## src/rtl/cmd_resp_pkg.sv

```systemverilog
// Shared constants and types for the command issue and response capture block.
// Assumes a 32-bit register width and byte-oriented responses.
package cmd_resp_pkg;
    localparam int REG_W     = 32;
    localparam int IDX_W     = 6;
    localparam int BIT_RESP  = 6;
    localparam int BIT_LONG  = 7;
    localparam int BIT_PEND  = 9;
    localparam int BIT_EN    = 10;
    localparam int SHORT_LEN = 4;

    typedef enum logic [1:0] {
        SEQ_IDLE  = 2'd0,
        SEQ_ISSUE = 2'd1,
        SEQ_WAIT  = 2'd2
    } seq_state_t;
endpackage

```

## src/rtl/cmd_regs.sv

```systemverilog
// Argument and command registers.
// Writes are ignored while busy. A pending command is stored with enable
// cleared. Enable clears when the sequencer reports completion.
module cmd_regs
    import cmd_resp_pkg::*;
(
    input  logic             clk,
    input  logic             rst_n,
    input  logic             busy,
    input  logic             done,
    input  logic             arg_we,
    input  logic [REG_W-1:0] arg_wdata,
    input  logic             cmd_we,
    input  logic [REG_W-1:0] cmd_wdata,
    output logic [REG_W-1:0] arg_q,
    output logic [REG_W-1:0] cmd_q,
    output logic             start
);
    logic wr_ok;

    // Purpose: decide whether a write is allowed and whether it launches a command.
    always_comb begin
        wr_ok = cmd_we && !busy;
        start = wr_ok && cmd_wdata[BIT_EN] && !cmd_wdata[BIT_PEND];
    end

    // Purpose: hold the argument register.
    always_ff @(posedge clk) begin
        if (!rst_n)
            arg_q <= '0;
        else if (arg_we && !busy)
            arg_q <= arg_wdata;
    end

    // Purpose: hold the command register and self-clear its enable bit.
    always_ff @(posedge clk) begin
        if (!rst_n) begin
            cmd_q <= '0;
        end else if (wr_ok) begin
            cmd_q <= cmd_wdata;
            if (cmd_wdata[BIT_PEND])
                cmd_q[BIT_EN] <= 1'b0;
        end else if (done) begin
            cmd_q[BIT_EN] <= 1'b0;
        end
    end


    arg_hold_chk: assert property (@(posedge clk) disable iff (!rst_n)
        (busy && arg_we) |=> $stable(arg_q));


    en_clear_chk: assert property (@(posedge clk) disable iff (!rst_n)
        done |=> !cmd_q[BIT_EN]);
endmodule

```

## src/rtl/cmd_seq.sv

```systemverilog
// Command sequencer: idle, then one issue cycle, then wait for the card's reply.
// Assumes the card answers only after it has seen the strobe.
module cmd_seq
    import cmd_resp_pkg::*;
(
    input  logic clk,
    input  logic rst_n,
    input  logic start,
    input  logic rsp_valid,
    output logic issue,
    output logic busy,
    output logic done
);
    seq_state_t state_q, state_d;

    // Purpose: next-state logic and decoded outputs.
    always_comb begin
        state_d = state_q;
        unique case (state_q)
            SEQ_IDLE:  if (start) state_d = SEQ_ISSUE;
            SEQ_ISSUE: state_d = SEQ_WAIT;
            SEQ_WAIT:  if (rsp_valid) state_d = SEQ_IDLE;
            default:   state_d = SEQ_IDLE;
        endcase
        issue = (state_q == SEQ_ISSUE);
        busy  = (state_q != SEQ_IDLE);
        done  = (state_q == SEQ_WAIT) && rsp_valid;
    end

    // Purpose: state register.
    always_ff @(posedge clk) begin
        if (!rst_n) state_q <= SEQ_IDLE;
        else        state_q <= state_d;
    end


    strobe_pulse_chk: assert property (@(posedge clk) disable iff (!rst_n)
        issue |=> !issue);


    start_strobe_chk: assert property (@(posedge clk) disable iff (!rst_n)
        start |=> (issue && busy));
endmodule

```

## src/rtl/rsp_eval.sv

```systemverilog
// Combinational response check and big-endian word packing.
// Assumes the first byte received sits in the top byte of the data bus.
module rsp_eval
    import cmd_resp_pkg::*;
#(
    parameter int WORDS = 4,
    parameter int LEN_W = 5
)(
    input  logic                   resp_exp,
    input  logic                   long_req,
    input  logic                   reject,
    input  logic [LEN_W-1:0]       len,
    input  logic [WORDS*REG_W-1:0] data,
    output logic                   fail,
    output logic [WORDS*REG_W-1:0] words
);
    localparam int FULL_LEN = WORDS * 4;

    logic is_short, is_full;

    // Purpose: classify the byte count and decide pass or fail.
    always_comb begin
        is_short = (len == LEN_W'(SHORT_LEN));
        is_full  = (len == LEN_W'(FULL_LEN));
        fail     = reject ||
                   (resp_exp && ((len == '0) || (is_short && long_req) ||
                                 (!is_short && !is_full)));
    end

    for (genvar g = 0; g < WORDS; g++) begin : g_pack
        localparam int SRC = (WORDS - 1 - g) * REG_W;
        if (g == 0) begin : g_first
            // Purpose: word 0 always takes the first four bytes.
            always_comb words[REG_W-1:0] = data[SRC +: REG_W];
        end else if (g == WORDS - 1) begin : g_last
            // Purpose: last word, low bit forced to zero, zero for a short reply.
            always_comb
                words[g*REG_W +: REG_W] = is_full ?
                    {data[SRC+1 +: REG_W-1], 1'b0} : '0;
        end else begin : g_mid
            // Purpose: middle words, zero for a short reply.
            always_comb
                words[g*REG_W +: REG_W] = is_full ? data[SRC +: REG_W] : '0;
        end
    end
endmodule

```

## src/rtl/rsp_store.sv

```systemverilog
// Result registers: response words and the three outcome flags.
// Flags clear when a command is accepted and one is set on completion.
module rsp_store
    import cmd_resp_pkg::*;
#(
    parameter int WORDS = 4
)(
    input  logic                   clk,
    input  logic                   rst_n,
    input  logic                   start,
    input  logic                   done,
    input  logic                   resp_exp,
    input  logic                   fail,
    input  logic [WORDS*REG_W-1:0] words_in,
    output logic [WORDS*REG_W-1:0] words_q,
    output logic                   flag_end,
    output logic                   flag_sent,
    output logic                   flag_to
);
    // Purpose: capture the words of a valid reply.
    always_ff @(posedge clk) begin
        if (!rst_n)
            words_q <= '0;
        else if (done && resp_exp && !fail)
            words_q <= words_in;
    end

    // Purpose: clear the flags on issue and record the outcome on completion.
    always_ff @(posedge clk) begin
        if (!rst_n) begin
            flag_end  <= 1'b0;
            flag_sent <= 1'b0;
            flag_to   <= 1'b0;
        end else if (start) begin
            flag_end  <= 1'b0;
            flag_sent <= 1'b0;
            flag_to   <= 1'b0;
        end else if (done) begin
            flag_to   <= fail;
            flag_end  <= !fail && resp_exp;
            flag_sent <= !fail && !resp_exp;
        end
    end


    flags_onehot_chk: assert property (@(posedge clk) disable iff (!rst_n)
        $onehot0({flag_end, flag_sent, flag_to}));


    done_flag_chk: assert property (@(posedge clk) disable iff (!rst_n)
        done |=> (flag_end || flag_sent || flag_to));
endmodule

```

## src/rtl/cmd_resp_capture.sv

```systemverilog
// Top: issues one card command per enabled command write, captures the reply.
// Assumes one reply per issued command, presented as a single-cycle beat.
module cmd_resp_capture
    import cmd_resp_pkg::*;
#(
    parameter int RSP_WORDS = 4,
    parameter int LEN_W     = $clog2(RSP_WORDS * 4 + 1)
)(
    input  logic                       clk,
    input  logic                       rst_n,
    input  logic                       arg_we,
    input  logic [31:0]                arg_wdata,
    input  logic                       cmd_we,
    input  logic [31:0]                cmd_wdata,
    output logic [31:0]                arg_q,
    output logic [31:0]                cmd_q,
    output logic                       busy,
    output logic                       card_cmd_valid,
    output logic [5:0]                 card_cmd_index,
    output logic [31:0]                card_cmd_arg,
    input  logic                       card_rsp_valid,
    input  logic                       card_rsp_reject,
    input  logic [LEN_W-1:0]           card_rsp_len,
    input  logic [RSP_WORDS*32-1:0]    card_rsp_data,
    output logic [RSP_WORDS*32-1:0]    rsp_words,
    output logic                       flag_rsp_end,
    output logic                       flag_sent,
    output logic                       flag_timeout
);
    logic start, done, fail;
    logic [RSP_WORDS*REG_W-1:0] packed_words;

    cmd_regs u_regs (
        .clk(clk), .rst_n(rst_n), .busy(busy), .done(done),
        .arg_we(arg_we), .arg_wdata(arg_wdata),
        .cmd_we(cmd_we), .cmd_wdata(cmd_wdata),
        .arg_q(arg_q), .cmd_q(cmd_q), .start(start)
    );

    cmd_seq u_seq (
        .clk(clk), .rst_n(rst_n), .start(start), .rsp_valid(card_rsp_valid),
        .issue(card_cmd_valid), .busy(busy), .done(done)
    );

    rsp_eval #(.WORDS(RSP_WORDS), .LEN_W(LEN_W)) u_eval (
        .resp_exp(cmd_q[BIT_RESP]), .long_req(cmd_q[BIT_LONG]),
        .reject(card_rsp_reject), .len(card_rsp_len), .data(card_rsp_data),
        .fail(fail), .words(packed_words)
    );

    rsp_store #(.WORDS(RSP_WORDS)) u_store (
        .clk(clk), .rst_n(rst_n), .start(start), .done(done),
        .resp_exp(cmd_q[BIT_RESP]), .fail(fail), .words_in(packed_words),
        .words_q(rsp_words), .flag_end(flag_rsp_end),
        .flag_sent(flag_sent), .flag_to(flag_timeout)
    );

    // Purpose: present the held index and argument to the card.
    always_comb begin
        card_cmd_index = cmd_q[IDX_W-1:0];
        card_cmd_arg   = arg_q;
    end
endmodule

```

## config.mk

```make
export PLATFORM = sky130hd
export DESIGN_NAME = cmd_resp_capture
export DESIGN_NICKNAME = d
export VERILOG_FILES = /design/src/rtl/cmd_resp_pkg.sv /design/src/rtl/cmd_regs.sv /design/src/rtl/cmd_seq.sv /design/src/rtl/rsp_eval.sv /design/src/rtl/rsp_store.sv /design/src/rtl/cmd_resp_capture.sv
export SDC_FILE = /design/constraint.sdc
export NUM_CORES = 1
export LEC_CHECK = 0
export CAP_MARGIN = 40
export CELL_PAD_IN_SITES_DETAIL_PLACEMENT = 1
export CELL_PAD_IN_SITES_GLOBAL_PLACEMENT = 1
export CORE_MARGIN = 8
export CORE_UTILIZATION = 30
export DETAILED_ROUTE_END_ITERATION = 10
export HOLD_SLACK_MARGIN = 0.02
export MAX_ROUTING_LAYER = met4
export PLACE_DENSITY = 0.89
export SETUP_SLACK_MARGIN = 0.15
export SYNTH_ARGS = -nofsm -noshare
export SYNTH_HDL_FRONTEND = slang
export SYNTH_SLANG_ARGS = --single-unit
```

## constraint.sdc

```tcl
create_clock -name clk -period 4.15 [get_ports clk]
set_input_delay 0.83 -clock clk [delete_from_list [all_inputs] [get_ports clk]]
set_output_delay 0.83 -clock clk [all_outputs]
set_load 0.01 [all_outputs]
```

==> reports/metrics.csv, run 1 <==
metric,value,unit
Slew Limit Headroom,0.300,
RSZ-0062 raised after global routing,false,
vias post-DR,7721,
drt first pass iters,6,
Setup crit start kind,primary input,
core area,0.0269,mm^2
IO Pins,438,
hold_buf cts,0,
Syn Area/Cell,8.93,um^2
crit path DAT,3170,ps
area delta synth->final,58.9,%
DRC,0,
Yosys top cell area share,0.479,
"IR drop worst, VDD",0.000209,V
Hold Crit Class,flop to flop,
Routed Antenna Nets,0,
"Seq/Total Area, Yosys",0.479,
Syn Std Cell Area,0.00819,mm^2
synth top area cells,"dfxtp_1 48%, mux2i_1 16%, nand2_1 13%",
required time worst endpoint,4490,ps
Max clock buf depth,2,
Synth Net Count,1120,
skew final,12.2,ps
CTS tree,done,
antenna violations before repair,3,
"most common cell after layout, fill and taps aside",clkdlybuf4s50_1,
Vias/cell,4.76,
FMAX,354,MHz
Static Leak,0.00434,uW
CP Class,primary input to flop,
endpoints failing hold,0,
TritonCTS Buffers,17,
overall routing resource usage,0.199,
Final nets,1468,
vias in the first global route,8525,
CTS root buf,clkbuf_16,
Final Wtd Congestion,0.792,
# rows,60,
Post-DP HPWL,24800,um
setup bufs post-CTS,0,
most common flop cell mapped by yosys,dfxtp_1,
Synth cell types,33,
leading area contributor after synthesis,dfxtp_1,
drt initial violations,261,
asr flop ratio synth,0,
worst-margin pin slew,1050,ps
clk slew on worst S/H paths,70,ps
I/O Buffers,435,
layout cells sized above 1,0.0415,
Die Footprint,0.0328,mm^2
Pwr per Cell Area,316,mW/mm^2
Final setup viols,0,
#FFs+latches synth,196,
Final period util,0.681,
Worst Setup End Kind,flop,
clock sinks,196,
fin. max-slew vios,0,
H-tree depth,4,
Post-synth EDFFs,0,
post-place setup slack,869,ps
routed len/inst,20.5,um
fin crit period,2830,ps
Overflow after GRT,0,
status,"complete, no violations",
global-route wire length before repair,50000,um
starting density of the core,0.305,
"commonest non-fill, non-tap cells in the layout","434 x clkdlybuf4s50_1, 288 x nand2_1, 196 x dfxtp_1, 127 x mux2i_1, 96 x nand3_1",
final WL,33300,um
final worst setup slack,1320,ps
largest net degree at the start of global routing,229,
crit path max fanout,58,
TNS Setup,0,ps
max-cap viol count,0,
Die X,181,um
Synth warnings,0,
Cells after Synth,917,
post-CTS sizing,0,
die height,181,um
later-pin clock latency in the skew report,430,ps
==> Yosys cell counts, types with 3 or more instances <==
library cell  count
clkbuf_1         54
mux2i_1         127
or3b_2            3
nor2b_1           3
buf_12            5
a21boi_0         64
nand2_1         288
buf_4            47
buf_1             5
nand3_1          96
dfxtp_1         196
nand2b_1          3
buf_6             3
==> state kept, by name, summed over array words and instances, names as in the netlist <==
register,cells
u_store.words_q,127
u_store.flag_sent,1
u_store.flag_end,1
u_seq.state_q,2
u_regs.cmd_q,32
u_regs.arg_q,32
u_store.flag_to,1
==> path summary, 6_finish.rpt <==
| check | start | end | slack, ps | cells after the start |
|---|---|---|---|---|
| max | card_rsp_len[2] | u_store.words_q[37] | 1320 | 5 |
| min | u_store.words_q[27] | u_store.words_q[27] | 460 | 2 |
| max reg2reg | u_regs.cmd_q[7] | u_store.words_q[37] | 1930 | 4 |
| min reg2reg | u_store.words_q[27] | u_store.words_q[27] | 460 | 2 |
==> metal layers <==
layer,vias up,GRT usage,wire length [um]
met2,263,0.350,17200
met5,-,-,0
li1,3687,-,-
met3,45,0.0590,2090
met4,0,0.0728,855
met1,3726,0.210,13200
==> area by class of cell <==
cell class              instances  area [um^2]
repair buffers                444         4500
clock buffers                  19          453
well taps                     341          427
fillers                      3048        13900
multi-input cells             605         3580
diodes                          3         7.51
clock inverters                12          116
inverters                       1         3.75
flip-flops and latches        196         3920
==> logic make-up after synthesis <==
logic type	synth area share
AO/OA/AOI/OAI	0.0704
buffers and inverters	0.0875
flip-flops	0.479
multiplexers	0.155
other	0.000458
AND/OR/NAND/NOR	0.207
==> where the power goes <==
part	switching (uW)	internal, uW	total [uW]
clock	809	823	1630
sequential	31.9	1920	1950
combinational	216	309	525
==> metrics by stage <==
step / hold slack [ps] / power, uW / util / cells / instance area (um^2)
floorplan: 452 / 2170 / - / 917 / 8190
global placement: 441 / 2500 / 0.463 / 1587 / 12400
detailed placement: 449 / 2520 / 0.463 / 1587 / 12400
CTS: 461 / 4170 / 0.484 / 1618 / 13000
global route: 479 / 4270 / 0.484 / 1621 / 13000
finish: 457 / 4110 / 0.484 / 1621 / 13000
==> critical path, cell delays in order <==
cell and delay, ps:
clkdlybuf4s50_1 530, or3b_2 540, a2111oi_4 530, buf_12 390, mux2i_1 250
Note: power is estimated with default switching activity, not from simulation.
==> run 2: changes to the inputs <==
- CORE_UTILIZATION: 30 -> 25
- PLACE_DENSITY: 0.89 -> 0.79
- clock period: 4.15 -> 2.3 ns (I/O delays scaled with it)
==> run 2 against run 1 <==
  * Sequential cell count did not move
  * Highest routed layer unchanged
  * Sequential power rose by 80%
  * Cell count rose by 8.3%
  * Combinational power rose by 84%
  * Worst hold slack barely moved
  * First-iteration DRC count fell by 21%
==> reports/metrics.csv, run 2 (synthesis gave the netlist of run 1 again) <==
metric,value,unit
most flop-heavy register,u_store.words_q,
RSZ-0062 raised after global routing,true,
I/O Buffers,435,
Pwr per Cell Area,541,mW/mm^2
"IR drop worst, VDD",0.000457,V
Net Sw Frac,0.249,
CTS tree,done,
Hold Crit Class,flop to flop,
largest registers,"u_store.words_q: 127 flops, u_regs.arg_q: 32 flops, u_regs.cmd_q: 32 flops",
CP peak stage delay,510,ps
post-place setup slack,-393,ps
Final nets,1504,
crit-path leading delay family,buffers and inverters,
Vias/cell,4.44,
final worst setup slack,224,ps
Final period util,0.903,
later-pin clock latency in the skew report,430,ps
Static Leak,0.00460,uW
IO Pins,438,
clock power share,0.387,
vias in the first global route,8497,
TNS Setup,0,ps
routed len/inst,18.9,um
crit path DAT,1620,ps
"most common cell after layout, fill and taps aside",clkdlybuf4s50_1,
Register-to-Register Setup Slack,360,ps
TritonCTS Buffers,17,
Overflow after GRT,0,
largest net degree at the start of global routing,93,
final WL,33200,um
Power Internal,5490,uW
overall routing resource usage,0.170,
core area,0.0324,mm^2
Overall Power,7310,uW
status,"complete, no violations",
Post-DP HPWL,25500,um
Worst R2R End,u_store.words_q[79],
"commonest non-fill, non-tap cells in the layout","429 x clkdlybuf4s50_1, 288 x nand2_1, 194 x dfxtp_1, 125 x mux2i_1, 96 x nand3_1",
"Cell Count, Final, Fillers Out",1756,
fin. max-slew vios,0,
die height,197,um
Setup crit start kind,flop,
diode count,0,
CP Class,flop to output port,
global-route wire length before repair,49700,um
hold_sp,u_store.words_q[93],
DRC,0,
drt initial violations,207,
required time worst endpoint,1840,ps
H-tree depth,4,
clock sinks,196,
CTS root buf,clkbuf_16,
Worst Setup End Kind,output port,
Sw Pwr,1820,uW
max-cap viol count,0,
CP max stage cell,clkdlybuf4s50_1,
CP bufs+invs,1,
Die X,197,um
Worst Reg-to-Reg Cells,5,
number of flip-flops in the largest register,127,
layout cells sized above 1,0.0700,
FMAX,482,MHz
Final Wtd Congestion,0.788,
fin crit period,2080,ps
Final setup viols,0,
# rows,66,
crit path cell chain,or2_2 -> clkdlybuf4s50_1,
Routed Antenna Nets,0,
Reg power frac,0.481,
crit path max fanout,8,
Final Core Density,0.417,
Placed Cells incl. Taps,1718,
starting density of the core,0.253,
hold endpoint,u_store.words_q[93],
endpoints failing hold,0,
clk slew on worst S/H paths,70,ps
vias post-DR,7795,
area delta synth->final,65.0,%
hold path cells,2,
Max clock buf depth,2,
antenna violations before repair,0,
skew final,9.47,ps
Die Footprint,0.0388,mm^2
Comb pwr share,0.132,
worst r2r src,u_regs.cmd_q[7],
drt first pass iters,5,
hold_buf cts,0,
run 2: cell count changes in the layout (fill, tap and decap cells not counted), moves of 3 or more:
cell / previous run / this run
diode_2: 3 / 0
buf_4: 3 / 29
buf_12: 6 / 11
clkinv_2: 0 / 4
clkdlybuf4s50_1: 434 / 429
clkinv_4: 5 / 1
dlymetal6s2s_1: 0 / 5
buf_6: 1 / 4
run 2: stage by stage:
| stage | instance area (um^2) | hold WS [ps] |
|---|---|---|
| after floorplan | 8190 | 452 |
| after global placement | 12800 | 441 |
| after detailed placement | 12800 | 447 |
| after CTS | 13400 | 462 |
| after global routing | 13500 | 473 |
| final | 13500 | 458 |
run 2: power groups by stage:
| stage | registers, uW | clock network (uW) | logic, uW |
|---|---|---|---|
| 2_1_floorplan | 3610 | 0 | 313 |
| 3_3_place_gp | 3590 | 0 | 957 |
| 3_5_place_dp | 3590 | 0 | 974 |
| 4_1_cts | 3510 | 2950 | 981 |
| 5_1_grt | 3520 | 3100 | 1040 |
| 6_report | 3510 | 2830 | 965 |
run 2: repair_timing:
action,in CTS,in global routing
cloned,1,1
hold endpoints to repair,0,0
setup buffers,1,3
pin swaps,2,3
setup endpoints to repair,67,17
resized for setup,6,10
run 2: cell type report:
class | instances | area (um^2)
inverter | 1 | 3.75
tap | 442 | 553
timing repair buffer | 480 | 4900
sequential | 196 | 3930
fill | 3770 | 18900
multi-input combinational | 605 | 3590
clock buffer | 21 | 460
clock inverter | 11 | 77.6
run 2: how the worst max path moves through the flow:
stage,end,slack [ps],from,cells after the start
after floorplan,u_store.words_q[100],250,card_rsp_len[1],6
after global placement,u_store.words_q[46],-340,card_rsp_len[1],6
after detailed placement,u_store.words_q[10],-390,card_rsp_len[2],6
after CTS,card_cmd_valid,150,u_seq.state_q[0],2
after global routing,u_store.words_q[90],140,card_rsp_len[2],6
final,busy,220,u_seq.state_q[1],2
run 2: metal layers:
layer  track usage  share of wire  vias to the layer above
met2         0.291           0.50                      246
met3        0.0478          0.061                       61
met1         0.181           0.40                     3736
li1              -              -                     3752
met4        0.0783          0.040                        0
met5             -              0                        -
run 2: tightest hold or removal path: stages, from the launching register on:
cell and delay [ps]:
dfxtp_1 310, nand2_1 50, mux2i_1 50
